`config.mk`:
```
export PLATFORM = sky130hd
export DESIGN_NAME = adc_seq_ctrl
export DESIGN_NICKNAME = d
export VERILOG_FILES = /design/src/rtl/adc_seq_pkg.sv /design/src/rtl/adc_seq_rate.sv /design/src/rtl/adc_seq_sclk.sv /design/src/rtl/adc_seq_frame.sv /design/src/rtl/adc_seq_ctrl.sv
export SDC_FILE = /design/constraint.sdc
export NUM_CORES = 1
export LEC_CHECK = 0
export CORE_ASPECT_RATIO = 1.75
export CORE_MARGIN = 2
export CORE_UTILIZATION = 56
export CTS_BUF_LIST = sky130_fd_sc_hd__clkbuf_16
export CTS_CLUSTER_SIZE = 12
export DETAILED_ROUTE_END_ITERATION = 10
export GPL_TIMING_DRIVEN = 1
export HOLD_SLACK_MARGIN = 0.1
export PLACE_DENSITY = 0.81
export RECOVER_POWER = 100
export SYNTH_ARGS = -nofsm -noshare
export SYNTH_HDL_FRONTEND = slang
export SYNTH_HIERARCHICAL = 1
export SYNTH_SLANG_ARGS = --single-unit
```
`constraint.sdc`:
```
create_clock -name clk -period 4.5 [get_ports clk]
set_input_delay 0.675 -clock clk [delete_from_list [all_inputs] [get_ports clk]]
set_output_delay 0.675 -clock clk [all_outputs]
set_load 0.05 [all_outputs]
```
`src/rtl/adc_seq_pkg.sv`:
```
package adc_seq_pkg;
  typedef enum logic [1:0] {
    ST_IDLE = 2'd0,
    ST_ACQ  = 2'd1,
    ST_CONV = 2'd2
  } seq_state_t;
endpackage

```
`src/rtl/adc_seq_rate.sv`:
```
// Free-running rate timer: one registered tick every `period` cycles.
module adc_seq_rate #(
  parameter int PER_W = 24
) (
  input  logic             clk,
  input  logic             rst,
  input  logic [PER_W-1:0] period,
  output logic             tick
);
  logic [PER_W-1:0] cnt;

  always_ff @(posedge clk) begin
    if (rst) begin
      cnt  <= '0;
      tick <= 1'b0;
    end else if (period == '0) begin
      cnt  <= '0;
      tick <= 1'b0;
    end else if (cnt >= period - 1'b1) begin
      cnt  <= '0;
      tick <= 1'b1;
    end else begin
      cnt  <= cnt + 1'b1;
      tick <= 1'b0;
    end
  end
endmodule

```
`src/rtl/adc_seq_sclk.sv`:
```
// Serial clock burst generator: idles high, FRAME_BITS periods while run.
module adc_seq_sclk #(
  parameter int HALF_W     = 8,
  parameter int FRAME_BITS = 16
) (
  input  logic              clk,
  input  logic              rst,
  input  logic              run,
  input  logic [HALF_W-1:0] half,
  output logic              sclk,
  output logic              cap,
  output logic              last
);
  localparam int FC_W = $clog2(FRAME_BITS + 1);

  logic [HALF_W-1:0] hc;
  logic [HALF_W-1:0] reload;
  logic [FC_W-1:0]   nfall;
  logic              expire;

  assign reload = (half == '0) ? '0 : half - 1'b1;
  assign expire = run && (hc == '0);
  // capture in the last cycle of a high phase, just before the falling edge
  assign cap    = expire && sclk;
  assign last   = expire && !sclk && (nfall == FC_W'(FRAME_BITS));

  always_ff @(posedge clk) begin
    if (rst) begin
      sclk  <= 1'b1;
      hc    <= '0;
      nfall <= '0;
    end else if (!run) begin
      sclk  <= 1'b1;
      hc    <= reload;
      nfall <= '0;
    end else if (hc == '0) begin
      hc   <= reload;
      sclk <= ~sclk;
      if (sclk) nfall <= nfall + 1'b1;
    end else begin
      hc <= hc - 1'b1;
    end
  end
endmodule

```
`src/rtl/adc_seq_frame.sv`:
```
// Frame shift register, pad check and result register.
module adc_seq_frame #(
  parameter int FRAME_BITS = 16,
  parameter int DATA_BITS  = 12
) (
  input  logic                 clk,
  input  logic                 rst,
  input  logic                 cap,
  input  logic                 last,
  input  logic                 sdata,
  output logic [DATA_BITS-1:0] data,
  output logic                 valid,
  output logic                 pad_err
);
  logic [FRAME_BITS-1:0] sh;

  always_ff @(posedge clk) begin
    if (rst) begin
      sh      <= '0;
      data    <= '0;
      valid   <= 1'b0;
      pad_err <= 1'b0;
    end else begin
      valid <= last;
      if (cap) sh <= {sh[FRAME_BITS-2:0], sdata};
      if (last) begin
        data    <= sh[DATA_BITS-1:0];
        pad_err <= |sh[FRAME_BITS-1:DATA_BITS];
      end
    end
  end
endmodule

```
`src/rtl/adc_seq_ctrl.sv`:
```
module adc_seq_ctrl #(
  parameter int ACQ_W      = 16,
  parameter int HALF_W     = 8,
  parameter int PER_W      = 24,
  parameter int DROP_W     = 16,
  parameter int FRAME_BITS = 16,
  parameter int DATA_BITS  = 12
) (
  input  logic                 clk,
  input  logic                 rst,
  input  logic                 start_i,
  input  logic [ACQ_W-1:0]     cfg_acq_cyc,
  input  logic [HALF_W-1:0]    cfg_half_cyc,
  input  logic [PER_W-1:0]     cfg_period_cyc,
  input  logic                 adc_sdata_i,
  output logic                 adc_cs_n_o,
  output logic                 adc_sclk_o,
  output logic [DATA_BITS-1:0] res_data_o,
  output logic                 res_valid_o,
  output logic                 res_pad_err_o,
  output logic                 busy_o,
  output logic [DROP_W-1:0]    drop_cnt_o
);
  import adc_seq_pkg::*;

  seq_state_t       state;
  logic [ACQ_W-1:0] acq_cnt;
  logic             tick;
  logic             trig;
  logic             cap;
  logic             last;

  assign trig   = start_i | tick;
  assign busy_o = (state != ST_IDLE);

  adc_seq_rate #(.PER_W(PER_W)) u_rate (
    .clk(clk), .rst(rst), .period(cfg_period_cyc), .tick(tick)
  );

  adc_seq_sclk #(.HALF_W(HALF_W), .FRAME_BITS(FRAME_BITS)) u_sclk (
    .clk(clk), .rst(rst), .run(state == ST_CONV), .half(cfg_half_cyc),
    .sclk(adc_sclk_o), .cap(cap), .last(last)
  );

  adc_seq_frame #(.FRAME_BITS(FRAME_BITS), .DATA_BITS(DATA_BITS)) u_frame (
    .clk(clk), .rst(rst), .cap(cap), .last(last), .sdata(adc_sdata_i),
    .data(res_data_o), .valid(res_valid_o), .pad_err(res_pad_err_o)
  );

  always_ff @(posedge clk) begin
    if (rst) begin
      state      <= ST_IDLE;
      acq_cnt    <= '0;
      adc_cs_n_o <= 1'b1;
      drop_cnt_o <= '0;
    end else begin
      unique case (state)
        ST_IDLE: begin
          adc_cs_n_o <= 1'b1;
          if (trig) begin
            state      <= ST_ACQ;
            adc_cs_n_o <= 1'b0;
            acq_cnt    <= (cfg_acq_cyc == '0) ? '0 : cfg_acq_cyc - 1'b1;
          end
        end
        ST_ACQ: begin
          if (trig) drop_cnt_o <= drop_cnt_o + 1'b1;
          if (acq_cnt == '0) begin
            state      <= ST_CONV;
            adc_cs_n_o <= 1'b1;   // sample instant, conversion starts
          end else begin
            acq_cnt <= acq_cnt - 1'b1;
          end
        end
        ST_CONV: begin
          if (trig) drop_cnt_o <= drop_cnt_o + 1'b1;
          if (last) state <= ST_IDLE;
        end
        default: state <= ST_IDLE;
      endcase
    end
  end
endmodule

```
==> reports/results.ini <==
[synth]
synth_top_family_by_area = simple AND/OR/NAND/NOR gates
syn_area_per_cell_um2 = 8.77
async_flop_share_pct = 0
synth_area_um2 = 6230
yosys.area.top_type = dfxtp_1
syn_inst = 711
synthSimpleGateAreaFrac_pct = 26.9
synth-compound-area-share_pct = 10.8
synth_area_leaders = dfxtp_1 33%, ha_1 7.8%, xnor2_1 7.3%
yosys-top-cells-count = 104 x dfxtp_1, 74 x nor2_1, 52 x xnor2_1
synthMostInstantiatedCell = dfxtp_1
synthMuxAreaShare_pct = 5.14
synth_xor_area_share_pct = 11.5
ys_warn_count = 6
synth_fa_ha_area_share_pct = 7.83
yosysSeqAreaShare_pct = 33.4
ys.flop_type = dfxtp_1
ys_ff_latch = 104
netlist.area_leader.share_pct = 33.4
synth_cell_types = 71
syn_nets = 802
synth-edff-count = 0

[status]
outcome = finished, violations left
violations = capacitance limit, slew limit

[sta]
finalMaxSlewViolations = 74
max_slew_margin_pct = -43.4
finalClockSkew_ps = 7.99
whs_ps = 493
finalCritPeriodShare_pct = 90.6
rsz0062_at_grt = false
fin_crit_ps = 4080
finalSetupViolCount = 0
setup_tns_ps = 0
finalHoldViolations = 0
worst_pin_slew_ps = 2130
max_freq_ghz = 0.245

[cts]
cts_tree = done
htree_num_levels = 3
post-cts-setup-buffers = 0
cts-root-buf = clkbuf_16
cts.clk_slew.worst_paths_ps = 70
ctsLongestPathBuffers = 2
cts_inserted_buffers = 9
cts_resized = 0
cts_sinks = 104
worst_skew_pair.late_latency_ps = 340
hold_buffers = 0

[power]
p_leak_nw = 2.66
ir_worst_vdd_mv = 0.399
power_per_cell_area_nw_per_um2 = 403

[global_routing]
grt_pass1_wl_um = 25000
grt_overflow = 0
antenna_found_initial = 0
grt_pass1_vias = 5575
grtUsageTotal_pct = 25.2
grt_max_degree = 39

[setup_path]
required_ps = 4780
path_max_fanout = 25
arrival_ps = 4350
worstSetupStartpointType = input port
path_class = in -> reg
r2r_slack_ps = 880
critPathCaptureType = flop

[floorplanning]
dieArea_um2 = 12000
rows = 51
start_util_pct = 56.8
die-height_um = 144
die_width_um = 83.8
ios = 85
core_area_um2 = 11000

[routing]
first_pass_iters = 4
finalWirelength_um = 14700
drt_iter0_drc = 163
wl_per_cell_um = 15.9
vias = 5403
drc = 0
vias_per_cell = 5.85
ant_nets = 0

[placed_design]
port_buffers = 84
dp_hpwl_um = 11400
place.gp.congestion = 0.883

[finish]
multiInputGateArea_um2 = 3850
final-seq-area_um2 = 2080
fill_cells = 910
nets = 878
drive_above_1_share_pct = 5.81
area_delta_synth_final_pct = 18.6
diodes = 0

[job]
drv_cap = 3

[worst_hold_path]
hold_class = reg -> reg

## routing by layer
metal	global-route usage (%)	routed length [um]	share of wire (%)	up-vias
met2	49.7	8460	58	93
met1	25.1	5420	37	2567
li1	-	-	-	2708
met4	14.2	523	3.6	0
met3	2.81	298	2.0	35
met5	0	0	0	-
## power breakdown
part           switching (mW)  internal [mW]  total, mW
logic                   0.623          0.419       1.04
clock network           0.357          0.438      0.795
registers               0.126           1.01       1.14
total                    1.11           1.87       2.98
## path summary, 6_finish.rpt
check / cells after the start / end / start
worst max-delay path: 15 / u_rate/tick / cfg_period_cyc[0]
worst min-delay path: 2 / u_frame/data[0] / u_frame/data[0]
worst max register to register: 7 / acq_cnt[14] / state[1]
worst min register to register: 2 / u_frame/data[0] / u_frame/data[0]
## area by class of cell
| cell class | instances | share of cell area [%] |
|---|---|---|
| multi-input cells | 549 | 52.1 |
| well taps | 132 | 2.23 |
| clock inverters | 7 | 1.08 |
| clock buffers | 9 | 3.05 |
| repair buffers | 87 | 11.5 |
| flip-flops and latches | 104 | 28.2 |
| inverters | 36 | 1.83 |
## metrics by stage
stage / instances / util (%) / cell area, um^2 / setup WS (ps) / power (mW)
after floorplan: 711 / - / 6230 / 865 / 1.94
after global placement: 908 / 64.9 / 7120 / 411 / 2.18
after detailed placement: 908 / 64.9 / 7120 / 247 / 2.22
after CTS: 924 / 67.7 / 7430 / 609 / 3.02
after global routing: 924 / 67.4 / 7390 / 122 / 3.15
final: 924 / 67.4 / 7390 / 424 / 2.98
## cells in the final DEF (no fill, tap or decap), types with 22 or more instances in the layout
cell and instances:
nand3_1 22, nand2_1 47, nor3_1 42, dlygate4sd3_1 34, dfxtp_1 104, ha_1 39
inv_1 36, xnor2_1 52, a21oi_1 25, mux2i_1 32, clkdlybuf4s50_1 49, nor2_1 73
o21ai_0 24, xor2_1 30
## cell families after synthesis
group           count (synthesis)
simple gates                  297
buf+inv                        58
fa+ha+maj                      39
compound gates                 99
mux                            32
flops                         104
xor+xnor                       82
## state kept, by name (all words and copies together) (netlist names), 2 cells and up
| register | flops |
|---|---|
| acq_cnt | 16 |
| u_frame/sh | 16 |
| u_rate/cnt | 24 |
| drop_cnt_o | 16 |
| u_frame/data | 12 |
| state | 2 |
| u_sclk/hc | 8 |
| u_sclk/nfall | 5 |
## worst max-delay path, stage by stage
cell	delay [ps]
clkdlybuf4s50_1	410
inv_1	80
ha_1	210
or4b_1	540
nor4_2	440
and2_1	280
nand3b_1	120
xor2_1	160
ha_1	310
nand4_1	160
nor3_1	200
o21ai_0	100
o211ai_1	190
buf_4	290
nor2b_1	160
Power figures use the tool's default switching activity.
